### src/rtl/sclk_gen_pkg.sv
package sclk_gen_pkg;
  // Command from the control half to the datapath half, valid per module-clock cycle.
  typedef struct packed {
    logic edgeEv;   // bit clock toggles at the coming edge
    logic isDrive;  // that toggle is a drive edge (else capture)
  } edgeCmd_t;
endpackage

### src/rtl/sclk_gen_ctrl.sv
module sclk_gen_ctrl
  import sclk_gen_pkg::*;
#(
  parameter int DIV_W = 16
) (
  input  logic             clk,
  input  logic             rstN,
  input  logic [DIV_W-1:0] divisor,
  input  logic             xferActive,
  input  logic             drvFirst,
  output edgeCmd_t         cmd
);
  localparam int HALF_W = DIV_W - 1;

  logic [HALF_W-1:0] halfLat;
  logic [HALF_W-1:0] cnt;
  logic              phaseLat;
  logic              edgeOdd;
  logic              tick;

  // A toggle is due when the half-period counter reaches its last count.
  assign tick = xferActive && (halfLat != '0) && (cnt == halfLat - HALF_W'(1));

  always_ff @(posedge clk) begin
    if (!rstN) begin
      halfLat  <= '0;
      phaseLat <= 1'b0;
      cnt      <= '0;
      edgeOdd  <= 1'b0;
    end else if (!xferActive) begin
      halfLat  <= HALF_W'(divisor >> 1);
      phaseLat <= drvFirst;
      cnt      <= '0;
      edgeOdd  <= 1'b0;
    end else if (tick) begin
      cnt      <= '0;
      edgeOdd  <= ~edgeOdd;
    end else if (halfLat != '0) begin
      cnt      <= cnt + HALF_W'(1);
    end
  end

  assign cmd.edgeEv  = tick;
  assign cmd.isDrive = phaseLat ^ edgeOdd;

  AST_DIV_HELD: assert property (@(posedge clk) disable iff (!rstN)
    (xferActive && $past(xferActive)) |-> ($stable(halfLat) && $stable(phaseLat)));
  AST_CNT_BOUND: assert property (@(posedge clk) disable iff (!rstN)
    (halfLat != '0) |-> (cnt < halfLat));
  AST_OFF_COUNT: assert property (@(posedge clk) disable iff (!rstN)
    (halfLat == '0) |-> (cnt == '0 && !tick));
endmodule

### src/rtl/sclk_gen_dp.sv
module sclk_gen_dp
  import sclk_gen_pkg::*;
(
  input  logic     clk,
  input  logic     rstN,
  input  logic     xferActive,
  input  logic     idlePol,
  input  edgeCmd_t cmd,
  output logic     sclk,
  output logic     driveStb,
  output logic     captureStb
);
  always_ff @(posedge clk) begin
    if (!rstN) begin
      sclk       <= 1'b0;
      driveStb   <= 1'b0;
      captureStb <= 1'b0;
    end else if (!xferActive) begin
      sclk       <= idlePol;
      driveStb   <= 1'b0;
      captureStb <= 1'b0;
    end else begin
      driveStb   <= cmd.edgeEv &&  cmd.isDrive;
      captureStb <= cmd.edgeEv && !cmd.isDrive;
      if (cmd.edgeEv) sclk <= ~sclk;
    end
  end

  AST_IDLE_FOLLOW: assert property (@(posedge clk) disable iff (!rstN)
    !xferActive |=> (sclk == $past(idlePol)));
  AST_STB_EXCL: assert property (@(posedge clk) disable iff (!rstN)
    $onehot0({driveStb, captureStb}));
  AST_STB_ON_EDGE: assert property (@(posedge clk) disable iff (!rstN)
    (driveStb || captureStb) |-> (sclk != $past(sclk)));
  AST_EDGE_HAS_STB: assert property (@(posedge clk) disable iff (!rstN)
    ($past(xferActive) && (sclk != $past(sclk))) |-> (driveStb || captureStb));
  AST_DRV_PULSE: assert property (@(posedge clk) disable iff (!rstN)
    driveStb |=> !driveStb);
  AST_STOP_QUIET: assert property (@(posedge clk) disable iff (!rstN)
    !xferActive |=> (!driveStb && !captureStb));
endmodule

### src/rtl/sclk_gen.sv
module sclk_gen
  import sclk_gen_pkg::*;
#(
  parameter int DIV_W = 16
) (
  input  logic             clk,
  input  logic             rstN,
  input  logic [DIV_W-1:0] divisor,
  input  logic             xferActive,
  input  logic             idlePol,
  input  logic             drvFirst,
  output logic             sclk,
  output logic             driveStb,
  output logic             captureStb
);
  edgeCmd_t cmd;

  sclk_gen_ctrl #(.DIV_W(DIV_W)) uCtrl (
    .clk        (clk),
    .rstN       (rstN),
    .divisor    (divisor),
    .xferActive (xferActive),
    .drvFirst   (drvFirst),
    .cmd        (cmd)
  );

  sclk_gen_dp uDp (
    .clk        (clk),
    .rstN       (rstN),
    .xferActive (xferActive),
    .idlePol    (idlePol),
    .cmd        (cmd),
    .sclk       (sclk),
    .driveStb   (driveStb),
    .captureStb (captureStb)
  );
endmodule

### config.mk
export PLATFORM = sky130hd
export DESIGN_NAME = sclk_gen
export DESIGN_NICKNAME = d
export VERILOG_FILES = /design/src/rtl/sclk_gen_pkg.sv /design/src/rtl/sclk_gen_ctrl.sv /design/src/rtl/sclk_gen_dp.sv /design/src/rtl/sclk_gen.sv
export SDC_FILE = /design/constraint.sdc
export NUM_CORES = 1
export LEC_CHECK = 0
export BUFFER_PORTS_ARGS = -buffer_cell sky130_fd_sc_hd__buf_2
export CAP_MARGIN = 5
export CELL_PAD_IN_SITES_DETAIL_PLACEMENT = 2
export CELL_PAD_IN_SITES_GLOBAL_PLACEMENT = 2
export CORE_MARGIN = 4
export CORE_UTILIZATION = 35
export CTS_CLUSTER_DIAMETER = 40
export DETAILED_ROUTE_END_ITERATION = 16
export PLACE_DENSITY = 0.76
export SLEW_MARGIN = 20
export SYNTH_ARGS = -nofsm -noshare
export SYNTH_HDL_FRONTEND = slang
export SYNTH_SLANG_ARGS = --single-unit
### constraint.sdc
create_clock -name clk -period 2.8 [get_ports clk]
set_input_delay 0.42 -clock clk [delete_from_list [all_inputs] [get_ports clk]]
set_output_delay 0.42 -clock clk [all_outputs]
set_load 0.01 [all_outputs]
Word-level counts from Yosys, hierarchy flattened --
Cells that the tools add are included.
Operators by class: reduce and logical (&&, ||, !) cells 8, mux-type cells 2, bitwise gates (word level) 5, add/subtract/negate cells 2, eq/ne operators 2
Operator list (count):
- $add 15x1->15 const B | 1
- $eq 15x15->1 | 1
- $reduce_bool 15->1 | 1
- $sub 15x1->15 const B | 1
- $logic_and 1x1->1 | 4
- $not 1->1 | 4
- $reduce_or 3->1 | 1
- $mux 1 | 2
- $ne 2x1->1 const B | 1
- $reduce_and 2->1 | 1
- $logic_not 1->1 | 1
- $xor 1x1->1 | 1
Word-level totals: output and inout port bits 3, input bits 21, word-level logic and storage cells 26, register bits 35

Depth between registers and ports, before layout --
Gate-level depths: netlist of the first run.
word-level depth 5, gate-level depth with buffers 12, mapped depth without buffers 9

By module --
Synthesis of the first run repeated with hierarchy kept, for this count alone.
Second synthesis, totals: cells, all modules 238, area total of the unflattened synthesis 2154.6 µm²
Modules (own cells, without submodules):
- sclk_gen_ctrl | area an instance 2059.5 µm², seq. area each 640.6 µm², cells an instance 228, times used 1
- sclk_gen_dp | area an instance 95.1 µm², seq. area each 60.1 µm², cells an instance 10, times used 1

Worst setup path after synthesis of the first run --
OpenSTA, ideal clock, no wires.
kind register to register, start register uCtrl.halfLat[0], end register uCtrl.cnt[11], arrival 2118 ps, path buffers 3, stages on the path, launching flop included 12, path slack 567 ps, setup time 115 ps, cell sequence dfxtp_1 -> inv_1 -> ha_1 -> buf_2 -> o21ai_0 -> a21oi_1 -> a211o_1 -> nor4_4 -> or2_1 -> buf_6 -> buf_8 -> nor2_1
On the way: longest elaborated chain between the ends 4, elaborated cells on any way between the ends 6
RTL lines:
- from (decl) | RTL line sclk_gen_ctrl.sv:15 | logic [HALF_W-1:0] halfLat;
- from (signal assigned) | RTL line sclk_gen_ctrl.sv:31 | halfLat <= HALF_W'(divisor >> 1);
- $sub 15x1->15 / $reduce_bool 15->1 (equally long branches) | RTL line sclk_gen_ctrl.sv:22, sclk_gen_ctrl.sv:38
- $eq 15x15->1 / $logic_and 1x1->1 (equally long branches) | RTL line sclk_gen_ctrl.sv:22 | assign tick = xferActive && (halfLat != '0) && (cnt == halfLat - HALF_W'(1));
- $logic_and 1x1->1 | RTL line sclk_gen_ctrl.sv:22
- $reduce_or 3->1 (no line)
- to (signal assigned) | RTL line sclk_gen_ctrl.sv:39 | cnt <= cnt + HALF_W'(1);
- to (decl) | RTL line sclk_gen_ctrl.sv:16 | logic [HALF_W-1:0] cnt;
Parallel ways exist; a longest one is shown, timed or not. A chain may end at the register's enable or synchronous reset.

Worst setup path after layout of the first run --
start register uCtrl.halfLat[2], end register uCtrl.cnt[13]
The elaborated chain is that of the path after synthesis.

==> results of run 1 <==
[metal layers]
metal / track usage / share of wire / vias to the layer above
met5: 0 / 0 / -
met3: 0.0347 / 0.028 / 5
met2: 0.297 / 0.50 / 16
li1: - / - / 772
met1: 0.195 / 0.46 / 784
met4: 0.0449 / 0.0082 / 0
[critical path, stage by stage, from the launching register on]
cell	delay, ps
sky130_fd_sc_hd__dfxtp_1	380
sky130_fd_sc_hd__nor4_2	610
sky130_fd_sc_hd__buf_4	270
sky130_fd_sc_hd__a31oi_1	100
sky130_fd_sc_hd__a211o_1	340
sky130_fd_sc_hd__nor4_4	380
sky130_fd_sc_hd__or2_1	150
sky130_fd_sc_hd__buf_4	220
sky130_fd_sc_hd__nor2_1	70
[area by class of cell]
cell class / instances / area [sq um]
multi-input combinational: 166 / 1160
timing repair buffer: 27 / 148
clock buffer: 8 / 100
fill: 588 / 3030
inverter: 3 / 11.3
sequential: 35 / 701
tap: 70 / 87.6
[synth_stat cells, types with 2 or more instances]
master / number
sky130_fd_sc_hd__o21ai_0: 4
sky130_fd_sc_hd__dfxtp_1: 35
sky130_fd_sc_hd__nor3_1: 3
sky130_fd_sc_hd__clkbuf_1: 5
sky130_fd_sc_hd__buf_2: 2
sky130_fd_sc_hd__mux2i_1: 19
sky130_fd_sc_hd__ha_1: 3
sky130_fd_sc_hd__nor3b_1: 2
sky130_fd_sc_hd__nor2b_1: 18
sky130_fd_sc_hd__a211o_1: 2
sky130_fd_sc_hd__nand4_1: 6
sky130_fd_sc_hd__and3_1: 7
sky130_fd_sc_hd__nor2_1: 26
sky130_fd_sc_hd__inv_1: 3
sky130_fd_sc_hd__nand3_1: 10
sky130_fd_sc_hd__xor2_1: 15
sky130_fd_sc_hd__nand2_1: 12
sky130_fd_sc_hd__nor4_4: 2
sky130_fd_sc_hd__a21oi_1: 4
sky130_fd_sc_hd__xnor2_1: 22
[power breakdown]
part,switching (W),internal [W]
sequential,0.0000248,0.000514
clock,0.000190,0.000225
combinational,0.0000930,0.0000819
[per-stage QoR]
stage	hold WS, ps	setup slack [ps]	total power (W)	instances
6_report	395	164	0.00113	309
5_1_grt	389	60.5	0.00119	309
4_1_cts	390	226	0.00114	309
3_5_place_dp	548	271	0.000725	301
3_3_place_gp	522	332	0.000715	301
2_1_floorplan	503	567	0.000675	214
[cells by family after synthesis]
logic type / synth area share
AOI/OAI and AO/OA: 0.0538
xor gates and xnor gates: 0.168
adders and majority gates: 0.0194
buffers and inverters: 0.0382
DFF: 0.363
muxes: 0.0984
and+or+nand+nor: 0.260
[sequential cells by signal (all words and copies together), names as in the netlist]
register	count
uCtrl.cnt	15
uCtrl.edgeOdd	1
uCtrl.halfLat	15
uCtrl.phaseLat	1
uDp.captureStb	1
uDp.driveStb	1
uDp.sclk	1
[worst max path at each step]
stage | slack, ps | cells after the start | to | from
6_report | 160 | 8 | uCtrl.cnt[13] | uCtrl.halfLat[2]
5_1_grt | 60 | 8 | uCtrl.cnt[11] | uCtrl.halfLat[2]
4_1_cts | 230 | 8 | uCtrl.cnt[9] | uCtrl.halfLat[2]
3_5_place_dp | 270 | 10 | uCtrl.cnt[4] | uCtrl.halfLat[1]
3_3_place_gp | 330 | 10 | uCtrl.cnt[6] | uCtrl.halfLat[1]
2_1_floorplan | 570 | 11 | uCtrl.cnt[11] | uCtrl.halfLat[0]
==> results.yml, run 1 <==
sta:
  timing.final.hold_violations: 0
  timing.slew.headroom: 0.558
  timing.final.crit_period_ps: 2640
  clock.fmax_mhz: 379
  clock_skew_ps: 9.01
  grt_setup_unrepaired: "no"
  tightestPinTransition_ps: 657
  fin_tns_setup_ps: 0
  final-max-slew-violation-count: 0
  finalSetupViolCount: 0
  min_period_over_period: 0.941
layout:
  fin_util: 0.421
  mostFrequentLayoutCell: "sky130_fd_sc_hd__dfxtp_1"
  layout_common_cells: "sky130_fd_sc_hd__dfxtp_1 (35), sky130_fd_sc_hd__nor2_1 (26), sky130_fd_sc_hd__xnor2_1 (22), sky130_fd_sc_hd__buf_2 (22), sky130_fd_sc_hd__mux2i_1 (19)"
  num-nets-final: 262
  flow.area_growth_from_synthesis_pct: 14.1
  post-route-cell-area_sq_um: 2200
  drive_gt1_frac: 0.155
  antenna_cells: 0
synthesis:
  syn_nets: 238
  prevailing_post_synth_register_cell: "sky130_fd_sc_hd__dfxtp_1"
  mean_syn_cell_area_sq_um: 9.03
  netlist_top_cells_area: "sky130_fd_sc_hd__dfxtp_1 (36%), sky130_fd_sc_hd__xnor2_1 (10%), sky130_fd_sc_hd__mux2i_1 (9.8%), sky130_fd_sc_hd__xor2_1 (6.8%), sky130_fd_sc_hd__nor2b_1 (5.8%)"
  post-synth-top-area-fraction: 0.363
  synth_edf_count: 0
  synth_top_cell_by_area: "sky130_fd_sc_hd__dfxtp_1"
  synth-seq-area-share: 0.363
  synth-async-reset-ratio: 0
  yosys_register_bits: 35
  count_of_warnings_emitted_by_yosys: 0
  synth_cell_type_count: 34
  synthesis.area_sq_um: 1930
  post_synth_inst_count: 214
placed_design:
  number_of_port_buffers: 22
  dp.final_hpwl_um: 3910
  placedInstanceArea_sq_um: 2100
  routability_congestion_estimate: 0.825
global_routing:
  pin_count_of_the_biggest_net_entering_global_routing: 20
  grt_first_pass_wirelength_um: 8450
  antenna_found_initial: 0
  globalRouteOverflowTotal: 0
  first_global_vias: 1732
  globalRouteTotalUtil: 0.164
routing:
  routedWlPerCell_um: 16.5
  drc: 0
  drtIter0Drc: 90
  drt-vias-per-instance: 5.10
  routed-via-count: 1577
  antenna_left: 0
  wl_um: 5100
  firstDrtPassIters: 4
clock_tree:
  worst_skew_late_latency_ps: 290
  maximum_count_of_clock_buffers_along_a_single_path: 2
  cts_max_level: 2
  cts-root-buf: "sky130_fd_sc_hd__clkbuf_8"
  tritoncts: "built"
  clock_sinks: 35
  clock_edge_transition_at_the_registers_on_the_reported_setup_and_hold_paths_ps: 70
  post_cts_hold_buffer_count: 0
  cts_inserted_buffers: 5
  postCtsResizedCells: 0
  postCtsSetupRepairBufs: 0
critical_path:
  critical_path.reg2reg.startpoint: "uCtrl.halfLat[2]"
  data_required_time_of_the_critical_path_ps: 2970
  critical_path.max_fanout: 15
  rr_endpoint: "uCtrl.cnt[13]"
  cp.arrival_ps: 2810
  critPathLaunchType: "register"
  logic_depth_of_the_worst_register_to_register_path: 8
  reg2reg_slack_ps: 160
  endpoint_kind: "register"
  worst-setup-path-type: "register to register"
floorplan:
  floorplan.die_area_sq_um: 6770
  die-width_um: 82.3
  die-height_um: 82.3
  num_rows: 26
  ioPinCount: 24
  core_sq_um: 5240
  initial_core_util: 0.369
hold_path:
  hp-class: "input pin to register"
  hold_depth: 3
  hold_start: "divisor[9]"
  hold-path-endpoint: "uCtrl.halfLat[8]"
pwr:
  irDropWorstVdd_mv: 0.211
  power.static_leakage_nw: 0.892
  power.density_nw_per_um2: 512
outcome:
  outcome: "finished clean"
flow_run:
  maxCapViolCount: 0
No activity file was read; power rests on OpenSTA's default activity.
==> inputs of run 2 (changes only) <==
--- a/config.mk
+++ b/config.mk
@@ -6,14 +6,12 @@
 export NUM_CORES = 1
 export LEC_CHECK = 0
 export BUFFER_PORTS_ARGS = -buffer_cell sky130_fd_sc_hd__buf_2
-export CAP_MARGIN = 5
-export CELL_PAD_IN_SITES_DETAIL_PLACEMENT = 2
-export CELL_PAD_IN_SITES_GLOBAL_PLACEMENT = 2
+export CAP_MARGIN = 40
 export CORE_MARGIN = 4
-export CORE_UTILIZATION = 35
+export CORE_UTILIZATION = 40
 export CTS_CLUSTER_DIAMETER = 40
 export DETAILED_ROUTE_END_ITERATION = 16
-export PLACE_DENSITY = 0.76
+export PLACE_DENSITY = 0.57
 export SLEW_MARGIN = 20
 export SYNTH_ARGS = -nofsm -noshare
 export SYNTH_HDL_FRONTEND = slang
==> results.yml, run 2 (synthesized netlist as in run 1, its figures left out) <==
outcome:
  outcome: "finished clean"
clock_tree:
  clock_sinks: 35
  worst_skew_late_latency_ps: 280
  cts-root-buf: "sky130_fd_sc_hd__clkbuf_8"
  tritoncts: "built"
  cts_max_level: 2
  postCtsResizedCells: 0
  cts_inserted_buffers: 5
  maximum_count_of_clock_buffers_along_a_single_path: 2
  postCtsSetupRepairBufs: 0
  clock_edge_transition_at_the_registers_on_the_reported_setup_and_hold_paths_ps: 60
  post_cts_hold_buffer_count: 0
placed_design:
  dp.final_hpwl_um: 2810
  number_of_port_buffers: 22
  routability_congestion_estimate: 0.777
layout:
  largestRegisters: "uCtrl.cnt (15), uCtrl.halfLat (15)"
  drive_gt1_frac: 0.144
  flow.area_growth_from_synthesis_pct: 11.3
  mostFrequentLayoutCell: "sky130_fd_sc_hd__dfxtp_1"
  layout_common_cells: "sky130_fd_sc_hd__dfxtp_1 (35), sky130_fd_sc_hd__nor2_1 (26), sky130_fd_sc_hd__xnor2_1 (22), sky130_fd_sc_hd__buf_2 (22), sky130_fd_sc_hd__mux2i_1 (19)"
  antenna_cells: 0
  num-nets-final: 261
global_routing:
  pin_count_of_the_biggest_net_entering_global_routing: 20
  grt_first_pass_wirelength_um: 6580
  first_global_vias: 1405
  antenna_found_initial: 0
  globalRouteOverflowTotal: 0
  globalRouteTotalUtil: 0.138
floorplan:
  initial_core_util: 0.412
  die-height_um: 77.5
  floorplan.die_area_sq_um: 6010
  ioPinCount: 24
  num_rows: 25
  core_sq_um: 4690
  die-width_um: 77.5
routing:
  wl_um: 3730
  routed-via-count: 1456
  topRoutingLayerUsed: "met4"
  wl_met3_um: 124
  antenna_left: 0
  routedWlPerCell_um: 12.8
  drt-vias-per-instance: 5.02
  met2RoutedLength_um: 1630
  drtIter0Drc: 84
  drc: 0
  route.layer.met1.wl_um: 1870
  firstDrtPassIters: 4
sta:
  clock_skew_ps: 4.18
  finalSetupViolCount: 0
  min_period_over_period: 0.871
  clock.fmax_mhz: 410
  grt_setup_unrepaired: "no"
  timing.slew.headroom: 0.664
  final-max-slew-violation-count: 0
  fin_tns_setup_ps: 0
  hold-worst-slack_ps: 392
  timing.final.crit_period_ps: 2440
  timing.final.hold_violations: 0
  tightestPinTransition_ps: 500
critical_path:
  worst-setup-path-type: "register to register"
  data_required_time_of_the_critical_path_ps: 2970
  crit_chain: "inv_1 > ha_1 > xor2_1 > nor2_1 > nand3_1 > a221o_1 > nor4_4 > or2_1 > buf_4 > nor2_1"
  cp.arrival_ps: 2610
  cp.buffers_inverters: 2
  endpoint_kind: "register"
  critPathMostFrequentCell: "sky130_fd_sc_hd__nor2_1"
  critPathLaunchType: "register"
  critical-path-max-stage-delay_ps: 420
  critical_path.max_fanout: 15
  critical_path.top_delay_family: "simple AND/OR/NAND/NOR gates"
  worst_path_max_delay_cell: "sky130_fd_sc_hd__a221o_1"
hold_path:
  hp-class: "input pin to register"
pwr:
  power.static_leakage_nw: 0.873
  power.density_nw_per_um2: 477
  irDropWorstVdd_mv: 0.257
flow_run:
  maxCapViolCount: 0
[run 2: where the power goes]
part / internal (W) / switching (W)
logic: 0.0000809 / 0.0000808
registers: 0.000515 / 0.0000234
clock network: 0.000165 / 0.000160
[run 2: per-layer routing]
layer | global-route usage | up-vias
met5 | 0 | -
met4 | 0.0712 | 0
met3 | 0.0360 | 10
met2 | 0.202 | 20
met1 | 0.184 | 657
li1 | - | 769
[run 2: area by class of cell]
cell class,instances,area [sq um]
inverter,3,11.3
tap,54,67.6
fill,485,2540
timing repair buffer,26,140
multi-input combinational,166,1160
clock buffer,6,72.6
sequential,35,701
[run 2: per-stage QoR]
stage / std cells / utilization / setup WS (ps) / area, sq um / total power, W
detailed placement: 284 / 0.443 / 361 / 2080 / 0.000712
CTS: 290 / 0.458 / 351 / 2150 / 0.00104
finish: 290 / 0.458 / 361 / 2150 / 0.00102
global placement: 284 / 0.443 / 375 / 2080 / 0.000710
floorplan: 214 / - / 567 / 1930 / 0.000675
global route: 290 / 0.458 / 183 / 2150 / 0.00109
[run 2: tightest hold or removal path: cells and delay by family]
| family | cells | cell delay (ps) |
|---|---|---|
| buf+inv | 1 | 70 |
| mux | 1 | 50 |
| simple gates | 1 | 90 |
[run 2: final timing paths]
path	endpoint	start	cells past startpoint	slack, ps
setup reg to reg	uCtrl.cnt[13]	uCtrl.halfLat[0]	10	360
setup / recovery	uCtrl.cnt[13]	uCtrl.halfLat[0]	10	360
hold / removal	uCtrl.halfLat[14]	divisor[15]	3	390
hold reg to reg	uDp.captureStb	uCtrl.phaseLat	2	550
